File: src/rtl/tcb_pkg.sv
package tcb_pkg;
    localparam int NUM_CH_DEF  = 8;
    localparam int CODE_W_DEF  = 8;
    localparam int SYNC_DEF    = 2;

    // the three serial pins, carried together through the synchronizer
    typedef struct packed {
        logic sclk;
        logic sdi;
        logic cs_n;
    } serial_pins_t;

    localparam serial_pins_t PINS_IDLE = '{sclk: 1'b0, sdi: 1'b0, cs_n: 1'b1};
endpackage

File: src/rtl/tcb_sync.sv
module tcb_sync
    import tcb_pkg::*;
#(
    parameter int STAGES = SYNC_DEF
) (
    input  logic         clk,
    input  logic         rst_n,
    input  serial_pins_t pins_i,
    output serial_pins_t pins_o
);
    serial_pins_t [STAGES-1:0] chain_d, chain_q;

    always_comb begin
        chain_d[0] = pins_i;
        for (int s = 1; s < STAGES; s++) begin
            chain_d[s] = chain_q[s-1];
        end
    end

    always_ff @(posedge clk or negedge rst_n) begin
        if (!rst_n) begin
            chain_q <= {STAGES{PINS_IDLE}};
        end else begin
            chain_q <= chain_d;
        end
    end

    assign pins_o = chain_q[STAGES-1];
endmodule

File: src/rtl/tcb_frame_rx.sv
module tcb_frame_rx
    import tcb_pkg::*;
#(
    parameter int ADDR_W = 3,
    parameter int CODE_W = CODE_W_DEF
) (
    input  logic              clk,
    input  logic              rst_n,
    input  serial_pins_t      pins_i,
    output logic              wr_en_o,
    output logic [ADDR_W-1:0] wr_addr_o,
    output logic [CODE_W-1:0] wr_code_o
);
    localparam int FRAME_W = ADDR_W + CODE_W;
    localparam int CNT_W   = $clog2(FRAME_W + 2);
    localparam logic [CNT_W-1:0] CNT_FULL = CNT_W'(FRAME_W);
    localparam logic [CNT_W-1:0] CNT_SAT  = CNT_W'(FRAME_W + 1);

    typedef struct packed {
        logic               sclk_prev;
        logic               cs_prev;
        logic [FRAME_W-1:0] shift;
        logic [CNT_W-1:0]   cnt;
        logic               wr_en;
        logic [ADDR_W-1:0]  addr;
        logic [CODE_W-1:0]  code;
    } rx_state_t;

    rx_state_t st_d, st_q;
    logic sclk_rise, cs_rise, cs_fall;

    always_comb begin
        sclk_rise = pins_i.sclk & ~st_q.sclk_prev;
        cs_rise   = pins_i.cs_n & ~st_q.cs_prev;
        cs_fall   = ~pins_i.cs_n & st_q.cs_prev;

        st_d           = st_q;
        st_d.wr_en     = 1'b0;
        st_d.sclk_prev = pins_i.sclk;
        st_d.cs_prev   = pins_i.cs_n;

        if (cs_fall) begin
            st_d.cnt = '0;
        end else if (!pins_i.cs_n && sclk_rise) begin
            st_d.shift = {st_q.shift[FRAME_W-2:0], pins_i.sdi};
            if (st_q.cnt != CNT_SAT) begin
                st_d.cnt = st_q.cnt + 1'b1;
            end
        end

        if (cs_rise) begin
            if (st_q.cnt == CNT_FULL) begin
                st_d.wr_en = 1'b1;
                st_d.addr  = st_q.shift[FRAME_W-1 -: ADDR_W];
                st_d.code  = st_q.shift[CODE_W-1:0];
            end
            st_d.cnt = '0;
        end
    end

    always_ff @(posedge clk or negedge rst_n) begin
        if (!rst_n) begin
            st_q <= '{sclk_prev: 1'b0, cs_prev: 1'b1, shift: '0, cnt: '0,
                      wr_en: 1'b0, addr: '0, code: '0};
        end else begin
            st_q <= st_d;
        end
    end

    assign wr_en_o   = st_q.wr_en;
    assign wr_addr_o = st_q.addr;
    assign wr_code_o = st_q.code;
endmodule

File: src/rtl/tcb_reg_file.sv
module tcb_reg_file #(
    parameter int                NUM_CH     = 8,
    parameter int                CODE_W     = 8,
    parameter int                ADDR_W     = $clog2(NUM_CH),
    parameter logic [CODE_W-1:0] RESET_CODE = CODE_W'(1) << (CODE_W - 1)
) (
    input  logic                     clk,
    input  logic                     rst_n,
    input  logic                     wr_en_i,
    input  logic [ADDR_W-1:0]        wr_addr_i,
    input  logic [CODE_W-1:0]        wr_code_i,
    output logic [NUM_CH*CODE_W-1:0] regs_o
);
    logic [NUM_CH-1:0][CODE_W-1:0] regs_d, regs_q;

    always_comb begin
        regs_d = regs_q;
        if (wr_en_i && (int'(wr_addr_i) < NUM_CH)) begin
            regs_d[wr_addr_i] = wr_code_i;
        end
    end

    always_ff @(posedge clk or negedge rst_n) begin
        if (!rst_n) begin
            regs_q <= {NUM_CH{RESET_CODE}};
        end else begin
            regs_q <= regs_d;
        end
    end

    for (genvar k = 0; k < NUM_CH; k++) begin : g_flat
        assign regs_o[k*CODE_W +: CODE_W] = regs_q[k];
    end
endmodule

File: src/rtl/trim_code_bank.sv
module trim_code_bank
    import tcb_pkg::*;
#(
    parameter int NUM_CH      = NUM_CH_DEF,
    parameter int CODE_W      = CODE_W_DEF,
    parameter int SYNC_STAGES = SYNC_DEF
) (
    input  logic                     clk,
    input  logic                     rst_n,
    input  logic                     sclk,
    input  logic                     sdi,
    input  logic                     cs_n,
    input  logic                     shdn_n,
    output logic [NUM_CH*CODE_W-1:0] ch_code_o
);
    localparam int ADDR_W = (NUM_CH > 1) ? $clog2(NUM_CH) : 1;
    localparam int BUS_W  = NUM_CH * CODE_W;
    localparam logic [CODE_W-1:0] MID_CODE = CODE_W'(1) << (CODE_W - 1);

    serial_pins_t        pins_raw, pins_sync;
    logic                wr_en;
    logic [ADDR_W-1:0]   wr_addr;
    logic [CODE_W-1:0]   wr_code;
    logic [BUS_W-1:0]    regs_flat;
    logic [BUS_W-1:0]    out_d, out_q;

    assign pins_raw = '{sclk: sclk, sdi: sdi, cs_n: cs_n};

    tcb_sync #(.STAGES(SYNC_STAGES)) u_sync (
        .clk    (clk),
        .rst_n  (rst_n),
        .pins_i (pins_raw),
        .pins_o (pins_sync)
    );

    tcb_frame_rx #(.ADDR_W(ADDR_W), .CODE_W(CODE_W)) u_rx (
        .clk       (clk),
        .rst_n     (rst_n),
        .pins_i    (pins_sync),
        .wr_en_o   (wr_en),
        .wr_addr_o (wr_addr),
        .wr_code_o (wr_code)
    );

    tcb_reg_file #(
        .NUM_CH(NUM_CH), .CODE_W(CODE_W), .ADDR_W(ADDR_W), .RESET_CODE(MID_CODE)
    ) u_regs (
        .clk       (clk),
        .rst_n     (rst_n),
        .wr_en_i   (wr_en),
        .wr_addr_i (wr_addr),
        .wr_code_i (wr_code),
        .regs_o    (regs_flat)
    );

    // shutdown gates the registered output bus, stored codes stay intact
    always_comb begin
        out_d = shdn_n ? regs_flat : '0;
    end

    always_ff @(posedge clk or negedge rst_n) begin
        if (!rst_n) begin
            out_q <= {NUM_CH{MID_CODE}};
        end else begin
            out_q <= out_d;
        end
    end

    assign ch_code_o = out_q;
endmodule

File: config.mk
export PLATFORM = sky130hd
export DESIGN_NAME = trim_code_bank
export DESIGN_NICKNAME = d
export VERILOG_FILES = /design/src/rtl/tcb_pkg.sv /design/src/rtl/tcb_sync.sv /design/src/rtl/tcb_frame_rx.sv /design/src/rtl/tcb_reg_file.sv /design/src/rtl/trim_code_bank.sv
export SDC_FILE = /design/constraint.sdc
export NUM_CORES = 1
export LEC_CHECK = 0
export ABC_AREA = 1
export ABC_CLOCK_PERIOD_IN_PS = 1500
export BUFFER_PORTS_ARGS = -buffer_cell sky130_fd_sc_hd__clkbuf_2
export CORE_ASPECT_RATIO = 0.75
export CORE_MARGIN = 3
export CORE_UTILIZATION = 51
export CTS_CLUSTER_SIZE = 14
export DETAILED_ROUTE_END_ITERATION = 7
export GPL_TIMING_DRIVEN = 0
export PLACE_DENSITY = 0.74
export SLEW_MARGIN = 20
export SYNTH_ARGS = -nofsm -noshare
export SYNTH_HDL_FRONTEND = slang
export SYNTH_SLANG_ARGS = --single-unit
export TNS_END_PERCENT = 10
File: constraint.sdc
create_clock -name clk -period 1.5 [get_ports clk]
set_clock_uncertainty 0.2 [all_clocks]
set_input_delay 0.075 -clock clk [delete_from_list [all_inputs] [get_ports clk]]
set_output_delay 0.075 -clock clk [all_outputs]
set_load 0.005 [all_outputs]
## After elaboration in Yosys (flattened, before gate mapping)

Cells that the tools add are included.

- Input bits: 6
- Register bits after elaboration: 163
- Logic and storage cells: 51
- Output and inout port bits: 64

- $add $sub $neg: 1
- Reductions and logical operators: 8
- Multiplexer cells: 9
- Bitwise gates (word level): 7
- Order comparisons: 2
- Equal/unequal tests: 2

Operator list:

| operator | count |
|---|---|
| bitwise mux 64 bit | 1 |
| 2-to-1 mux 64 bit | 1 |
| demux 8 bit (select 3 bit) | 1 |
| 2-to-1 mux 16 bit | 1 |
| 2-to-1 mux 12 bit | 1 |
| 2-to-1 mux 4 bit | 3 |
| 2-to-1 mux 8 bit | 1 |
| AND reduction 2 bit | 3 |
| nonzero test 3 bit | 2 |
| adder 4 x 1 -> 4 bit (second input constant) | 1 |
| equality test 4 bit (second input constant) | 1 |
| < comparator 3 x 4 -> 1 bit (second input constant) | 1 |
| inequality test 4 bit (second input constant) | 1 |
| inverter 1 bit | 4 |
| AND 1 bit | 3 |
| greater-or-equal comparator 3 x 1 -> 1 bit (second input constant) | 1 |
| logical AND 1 bit | 2 |
| zero test 1 bit | 1 |

## Longest topological paths before layout

Gate-level depths: netlist of the first run.

- Depth after elaboration: 6
- Depth in mapped cells: 7
- Gate-level depth less buffers: 7

## Cells and area by module

From an unflattened synthesis of the first run, not the netlist that was laid out.

- Cell total of the unflattened synthesis: 637
- Area total of the unflattened synthesis: 6242.2 µm²

By module, submodules not included:

| module | instances | cells each | sequential area each (µm²) | area an instance (µm²) |
|---|---|---|---|---|
| tcb_reg_file | 1 | 295 | 1611.5 | 2551.2 |
| trim_code_bank | 1 | 199 | 1611.5 | 2170.8 |
| tcb_frame_rx | 1 | 137 | 726.9 | 1367.6 |
| tcb_sync | 1 | 6 | 152.6 | 152.6 |

## Least setup slack after synthesis of the first run

No wires, ideal clock.

- Path type: reg-to-reg
- Start: reg u_sync.chain_q (netlist bit u_sync.pins_o[0])
- End: reg u_rx.st_q (netlist bit u_rx.wr_addr_o[1])
- Clock period less this slack: 1.470 ns
- Arrival: 1.140 ns
- Required time: 1.170 ns
- Cell stages (with the launch flop): 7
- Buffers on the path: 1
- Setup time: 0.130 ns
- Path slack: 0.030 ns
- Cell sequence: dfstp_2 -> inv_1 -> nor2_1 -> nand4_1 -> buf_2 -> nand2_1 -> o21ai_0

- Cells in the longest elaborated chain, start to end: 2

Ends and longest elaborated chain:

| item | RTL line | text |
|---|---|---|
| start: declaration | tcb_sync.sv:11 | `serial_pins_t [STAGES-1:0] chain_d, chain_q;` |
| start signal: assignment | tcb_sync.sv:22 | `chain_q <= {STAGES{PINS_IDLE}};` |
| start signal: assignment | tcb_sync.sv:24 | `chain_q <= chain_d;` |
| AND 1 bit | tcb_frame_rx.sv:34 | `cs_rise = pins_i.cs_n & ~st_q.cs_prev;` |
| AND reduction 2 bit (no line) | - |  |
| end signal: assignment | tcb_frame_rx.sv:63 | `st_q <= '{sclk_prev: 1'b0, cs_prev: 1'b1, shift: '0, cnt: '0,` |
| end signal: assignment | tcb_frame_rx.sv:66 | `st_q <= st_d;` |
| end: declaration | tcb_frame_rx.sv:29 | `rx_state_t st_d, st_q;` |

No other way between the ends.
A chain may end at the register's enable or synchronous reset.

## Final worst setup path of the first run

Same ends and word-level chain as after synthesis.

==> summary.md, run 1 <==
| Metric | Value |
|---|---|
| Setup ws final | `-37.3 ps` |
| Via Count | `3,932` |
| Util after Layout | `68.1%` |
| All-Layer GR Usage | `19.1%` |
| Combinational family with the most area after synthesis | `simple AND/OR/NAND/NOR gates` |
| Maxcap violations | `0` |
| Die height | `98.0 um` |
| CTS tree | `yes` |
| Top cells by area, synth | `dfrtp_1, nand2_1, dfstp_2, o21ai_0, inv_1` |
| Final Max Tran Viols | `0` |
| FP Rows | `32` |
| Clk pwr share | `49.0%` |
| Placed cells | `760` |
| H-tree Lvls | `4` |
| Mean Syn Cell Area | `10.4 um^2` |
| Critical path required time | `1600 ps` |
| DIE WIDTH | `129 um` |
| Syn_nets | `563` |
| Post-synthesis sequential area ratio | `71.3%` |
| Adder-Cell Fraction of Synth Area | `0.435%` |
| Combinational power share | `2.4%` |
| Mux contribution to synthesized area | `0%` |
| Drt pass-1 iters | `5` |
| Clock slew at the register clock pins of the worst setup and hold paths | `60 ps` |
| Maximum vdd drop | `0.000827 V` |
| Worst hold slack | `15.5 ps` |
| Seq pwr share | `48.6%` |
| Sw Ratio | `19.9%` |
| IO buf count | `68` |
| Layout fillers | `784` |
| DRT Wirelength | `11.7 mm` |
| GRT overflow | `0` |
| Reg area | `0.00411 mm^2` |
| Total CTS buffers | `17` |
| HPWL Detailed | `7.25 mm` |
| Post-synthesis register bit count | `163` |
| CTS sink cnt | `163` |
| Crit end category | `flip-flop` |
| Count of cell types in the netlist | `15` |
| Simple-gate area share of the yosys netlist | `12.6%` |
| Area of the die | `0.0126 mm^2` |
| WL per Instance | `14.5 um` |
| Root Driver | `clkbuf_16` |
| Post-Synth XOR/XNOR Area | `0%` |
| Fmax | `651 MHz` |
| Fraction of layout cells with a size suffix above 1 | `27.0%` |
| Vias in the first global route | `3,857` |
| Via-to-Cell Ratio | `4.87` |
| Clock tree buffer depth | `2` |
| Largest net degree at the start of global routing | `97` |
| Hold Path Class | `primary input to async pin` |
| Yosys Warn Count | `0` |
| Critical Path Fanout Max | `5` |
| Nets | `666` |
| Antenna cells | `0` |
| Fin crit share | `102%` |
| Worst-Margin Slew | `530 ps` |
| Rel. slew slack | `64.7%` |
| Internal | `7.38 mW` |
| Dpl ws | `-224 ps` |
| NetSw | `1.83 mW` |
| Post-synthesis compound-gate area fraction | `7.74%` |
| DRC errors left | `0` |
| Leakage | `3.99 nW` |
| Synthesized area | `0.00575 mm^2` |
| Yosys top cell by area | `dfrtp_1` |
| Initial antenna violation count | `0` |
| Startpoint Class | `flip-flop` |
| Ports | `70` |
| Top-area cell type share of the netlist area | `62.6%` |
| Period minus WS final | `1540 ps` |
| Final hold violations | `0` |
| DRT iter0 DRCs | `323` |
| Number of routed nets with antenna violations | `0` |
| Area grow syn2layout | `26.1%` |
| Commonest cells after routing, fill and taps aside | `nand2_1, dfrtp_1, inv_1, clkbuf_2, o21ai_0` |
| Non-Filler Instances | `807` |
| Failing checks | `negative setup slack` |
| RSZ-0062 raised after global routing | `true` |
| GPL Wtd Cong | `0.783` |
| Initial core utilization | `54.0%` |
| PwrDens | `1270 mW/mm^2` |
| Final setup vio count | `2` |
| Clk_lat worst skew | `420 ps` |
| Outcome | `finished with violations` |
| Data arrival, critical path | `1640 ps` |
| Footprint of the multi-input gates | `0.00134 mm^2` |
| Crit Path Class | `flip-flop to flip-flop` |
| Gate Count Post-Synth | `555` |
| Core box area | `0.0107 mm^2` |
| First-pass GRT wire length | `18.8 mm` |
## path summary, 6_finish.rpt
check,from,end,slack [ps],depth (start not counted)
worst max register to register,u_sync.pins_o[0],u_rx.wr_addr_o[1],-40,7
worst min-delay path,rst_n,ch_code_o[22],20,2
worst min register to register,u_sync.chain_d[5],u_sync.pins_o[2],150,0
max in group asynchronous,rst_n,u_sync.chain_d[3],230,3
worst max-delay path,u_sync.pins_o[0],u_rx.wr_addr_o[1],-40,7
min in group clk,shdn_n,ch_code_o[39],80,4
## routing by layer
metal / global-route usage, % / up-vias / routed length, um
met5: 0 / - / 0
met4: 5.65 / 0 / 138
met3: 6.12 / 17 / 687
met2: 28.9 / 111 / 5470
met1: 26.9 / 1914 / 5410
li1: - / 1890 / -
## sequential cells by signal, indices dropped and copies added (netlist names)
name and flops:
ch_code_o 64, u_regs.regs_o 64, u_rx.st_q 17, u_rx.wr_code_o 8, u_rx.wr_addr_o 3, u_sync.chain_d 3, u_sync.pins_o 3, u_rx.wr_en_o 1
## logic make-up (layout without fill, tap and decap cells)
| kind of cell | count (synthesis) | in the layout |
|---|---|---|
| AOI/OAI and AO/OA | 89 | 89 |
| and+or+nand+nor | 186 | 186 |
| buffers and inverters | 115 | 231 |
| DFF | 163 | 163 |
| adders and majority gates | 2 | 2 |
## cell type report
type	instances	share of cell area (%)
Sequential cell	163	56.6
Multi-Input combinational cell	277	18.5
Timing Repair Buffer	86	7.28
Clock buffer	23	6.45
Inverter	96	5.00
Tap cell	136	2.35
Clock inverter	9	2.12
Buffer	17	1.69
## power groups by stage
stage / Clock (mW) / Combinational [mW] / Sequential [mW]
after global routing: 4.78 / 0.256 / 4.48
after floorplan: 0 / 0.0710 / 4.55
final: 4.51 / 0.221 / 4.48
after detailed placement: 0 / 0.197 / 4.55
after CTS: 4.58 / 0.221 / 4.48
after global placement: 0 / 0.175 / 4.55
## timing repair
| item | in CTS | in global routing |
|---|---|---|
| buffers inserted | 4 | 5 |
| hold buffers | 5 | 0 |
| endpoints found under the setup margin | 65 | 86 |
| cloned | 2 | 1 |
| hold endpoints to repair | 160 | 0 |
| gates resized for setup | 41 | 52 |
| pin swaps | 3 | 5 |
## critical path, cell delays in order, from the launching register on
cell and delay (ps):
dfstp_2 550, inv_2 50, nor2_4 90, nand4_1 110, buf_6 160, buf_6 130, nand2_1 80, o21ai_2 60
## Yosys cell counts (all sizes together)
library cell	count
nor2	19
o21ai	78
a21oi	11
nor3	2
ha	2
nand4	3
buf	8
clkbuf	11
dfrtp	144
nand3	5
dfstp	19
nand2	157
inv	96
## through the flow
stage               total power, mW  TNS [ps]  cell area [um^2]
global route                   9.51     -1310              7250
CTS                            9.27      -925              7100
global placement               4.72   -374350              6260
floorplan                      4.62         0              5750
detailed placement             4.75     -6390              6300
finish                         9.21     -42.0              7250
Note: power is estimated with default switching activity, not from simulation.
==> inputs of run 2 (changes only) <==
- CORE_MARGIN: 3 -> unset
- CORE_UTILIZATION: 51 -> 45
- PLACE_DENSITY: 0.74 -> 0.67
==> summary.md, run 2 (same netlist as run 1, synthesis figures left out) <==
| Metric | Value |
|---|---|
| Largest net degree at the start of global routing | `85 (was 97)` |
| Clock tree buffer depth | `2 (unchanged)` |
| Clock slew at the register clock pins of the worst setup and hold paths | `60 ps (about the same)` |
| Crit Path Class | `flip-flop to flip-flop (unchanged)` |
| R2R Setup Slk | `-10 ps (was -40 ps)` |
| Total Power | `8.99 mW (was 9.21 mW)` |
| Drt pass-1 iters | `5 (unchanged)` |
| Via Count | `3,940 (was 3,932)` |
| Vias in the first global route | `3,913 (was 3,857)` |
| CTS sink cnt | `163 (unchanged)` |
| All-Layer GR Usage | `18.9% (was 19.1%)` |
| Maxcap violations | `0 (unchanged)` |
| WP buf/inv | `3 (unchanged)` |
| GPL Wtd Cong | `0.730 (was 0.783)` |
| Crit end category | `flip-flop (unchanged)` |
| Setup ws final | `-11.1 ps (was -37.3 ps)` |
| Die height | `99.9 um (was 98.0 um)` |
| Hold Path Class | `primary input to async pin (unchanged)` |
| Fin Setup TNS | `-51.6 ps (was -42.0 ps)` |
| IO buf count | `68 (unchanged)` |
| First-pass GRT wire length | `19.1 mm (was 18.8 mm)` |
| Startpoint Class | `flip-flop (unchanged)` |
| Critical Path Fanout Max | `5 (unchanged)` |
| Fmax | `662 MHz (was 651 MHz)` |
| Dpl ws | `-279 ps (was -224 ps)` |
| Worst-Margin Slew | `608 ps (was 530 ps)` |
| Critical R2R Capture | `u_rx.wr_code_o[0] (was u_rx.wr_addr_o[1])` |
| Ports | `70 (unchanged)` |
| Critical Path Most Common Cell | `buf_6 (unchanged)` |
| Initial core utilization | `46.4% (was 54.0%)` |
| PwrDens | `1240 mW/mm^2 (was 1270 mW/mm^2)` |
| Leakage | `3.94 nW (was 3.99 nW)` |
| Critical path required time | `1600 ps (about the same)` |
| Nets | `666 (unchanged)` |
| Worst path top cell family by delay | `flip-flops (unchanged)` |
| Total CTS buffers | `17 (unchanged)` |
| DRC errors left | `0 (unchanged)` |
| Crit path cell chain | `inv_2 -> nor2_4 -> nand4_1 -> buf_6 -> buf_6 -> nand2_1 -> o21ai_1 (was inv_2 -> nor2_4 -> nand4_1 -> buf_6 -> buf_6 -> nand2_1 -> o21ai_2)` |
| CTS tree | `yes (unchanged)` |
| Fin crit share | `101% (was 102%)` |
| H-tree Lvls | `4 (unchanged)` |
| Final setup vio count | `7 (was 2)` |
| DRT iter0 DRCs | `288 (was 323)` |
| Antenna cells | `0 (unchanged)` |
| Area of the die | `0.0132 mm^2 (was 0.0126 mm^2)` |
| Maximum vdd drop | `0.000922 V (was 0.000827 V)` |
| Worst Reg2Reg Path Length in Cells | `7 (unchanged)` |
| Final hold violations | `0 (unchanged)` |
| Data arrival, critical path | `1610 ps (was 1640 ps)` |
| Fraction of layout cells with a size suffix above 1 | `26.7% (was 27.0%)` |
| Period minus WS final | `1510 ps (was 1540 ps)` |
| CP peak stage delay | `570 ps (was 550 ps)` |
| Area grow syn2layout | `25.6% (was 26.1%)` |
| GRT overflow | `0 (unchanged)` |
| HPWL Detailed | `7.11 mm (was 7.25 mm)` |
| WL per Instance | `13.5 um (was 14.5 um)` |
| DRT Wirelength | `11.3 mm (was 11.7 mm)` |
| Worst Setup SP | `u_sync.pins_o[0] (unchanged)` |
| FP Rows | `35 (was 32)` |
| Initial antenna violation count | `0 (unchanged)` |
| Outcome | `finished with violations (unchanged)` |
| Final Max Tran Viols | `0 (unchanged)` |
| Worst reg2reg path startpoint | `u_sync.pins_o[0] (unchanged)` |
| Via-to-Cell Ratio | `4.71 (was 4.87)` |
| Rel. slew slack | `59.5% (was 64.7%)` |
| Levels on crit path | `7 (unchanged)` |
| Slowest-stage cell, CP | `dfstp_2 (unchanged)` |
| Failing checks | `negative setup slack (unchanged)` |
| Commonest cells after routing, fill and taps aside | `nand2_1, dfrtp_1, inv_1, clkbuf_2, o21ai_0 (unchanged)` |
| RSZ-0062 raised after global routing | `true (unchanged)` |
| Number of routed nets with antenna violations | `0 (unchanged)` |
| Clk_lat worst skew | `420 ps (about the same)` |
| Core box area | `0.0124 mm^2 (was 0.0107 mm^2)` |
| DIE WIDTH | `133 um (was 129 um)` |
| Worst Setup EP | `u_rx.wr_code_o[0] (was u_rx.wr_addr_o[1])` |
| Root Driver | `clkbuf_16 (unchanged)` |
## run 2: cell count changes in the layout (fill, tap and decap cells not counted), sizes merged
cell and delta:
clkinvlp +2, inv +4, bufinv -2, buf -2
clkbuf -2
## run 2: how the worst min path moves through the flow
stage          startpoint                end  depth (start not counted)
2_1_floorplan       rst_n       ch_code_o[0]                          0
3_3_place_gp         cs_n  u_sync.chain_d[3]                          1
3_5_place_dp        rst_n      ch_code_o[16]                          1
4_1_cts             rst_n      ch_code_o[13]                          2
5_1_grt             rst_n      ch_code_o[13]                          2
6_report            rst_n      ch_code_o[16]                          2
## run 2: area by class of cell
cell class / count / area (um^2)
Clock inverter: 13 / 148
Timing Repair Buffer: 85 / 520
Buffer: 18 / 119
Inverter: 96 / 360
Multi-Input combinational cell: 277 / 1310
Clock buffer: 19 / 453
Sequential cell: 163 / 4110
Fill cell: 1052 / 5170
Tap cell: 166 / 208
## run 2: stage by stage
stage	util [%]	instances	cell area (um^2)	hold slack, ps
2_1_floorplan	-	555	5750	-421
3_3_place_gp	50.8	789	6300	-35.1
3_5_place_dp	51.1	790	6340	-58.8
4_1_cts	57.4	833	7110	56.8
5_1_grt	58.3	837	7230	86.2
6_report	58.3	837	7230	42.9
## run 2: worst reg2reg max path, stage by stage (launching register included)
cell and delay (ps):
dfstp_2 570, inv_2 50, nor2_4 80, nand4_1 100
buf_6 150, buf_6 130, nand2_1 50, o21ai_1 60
## run 2: what timing repair did
item / in CTS / in global routing
setup buffers: 4 / 5
pin swaps: 2 / 3
cloned: 2 / 0
hold endpoints to repair: 86 / 0
hold buffers: 5 / 0
gates resized for setup: 41 / 34
setup endpoints to repair: 71 / 78
## run 2: power by group
| group | total [mW] | leakage, nW | internal (mW) | switching (mW) |
|---|---|---|---|---|
| combinational | 0.213 | 1.47 | 0.0527 | 0.160 |
| sequential | 4.47 | 2.19 | 4.45 | 0.0259 |
| clock | 4.30 | 0.283 | 2.56 | 1.74 |
## run 2: routing by layer
layer  wire length (um)  track usage [%]  vias up
met5                  0                0        -
met4                110             6.19        0
met3                606             5.56        9
met2               5310             28.6       96
met1               5310             26.5     1944
li1                   -                -     1891
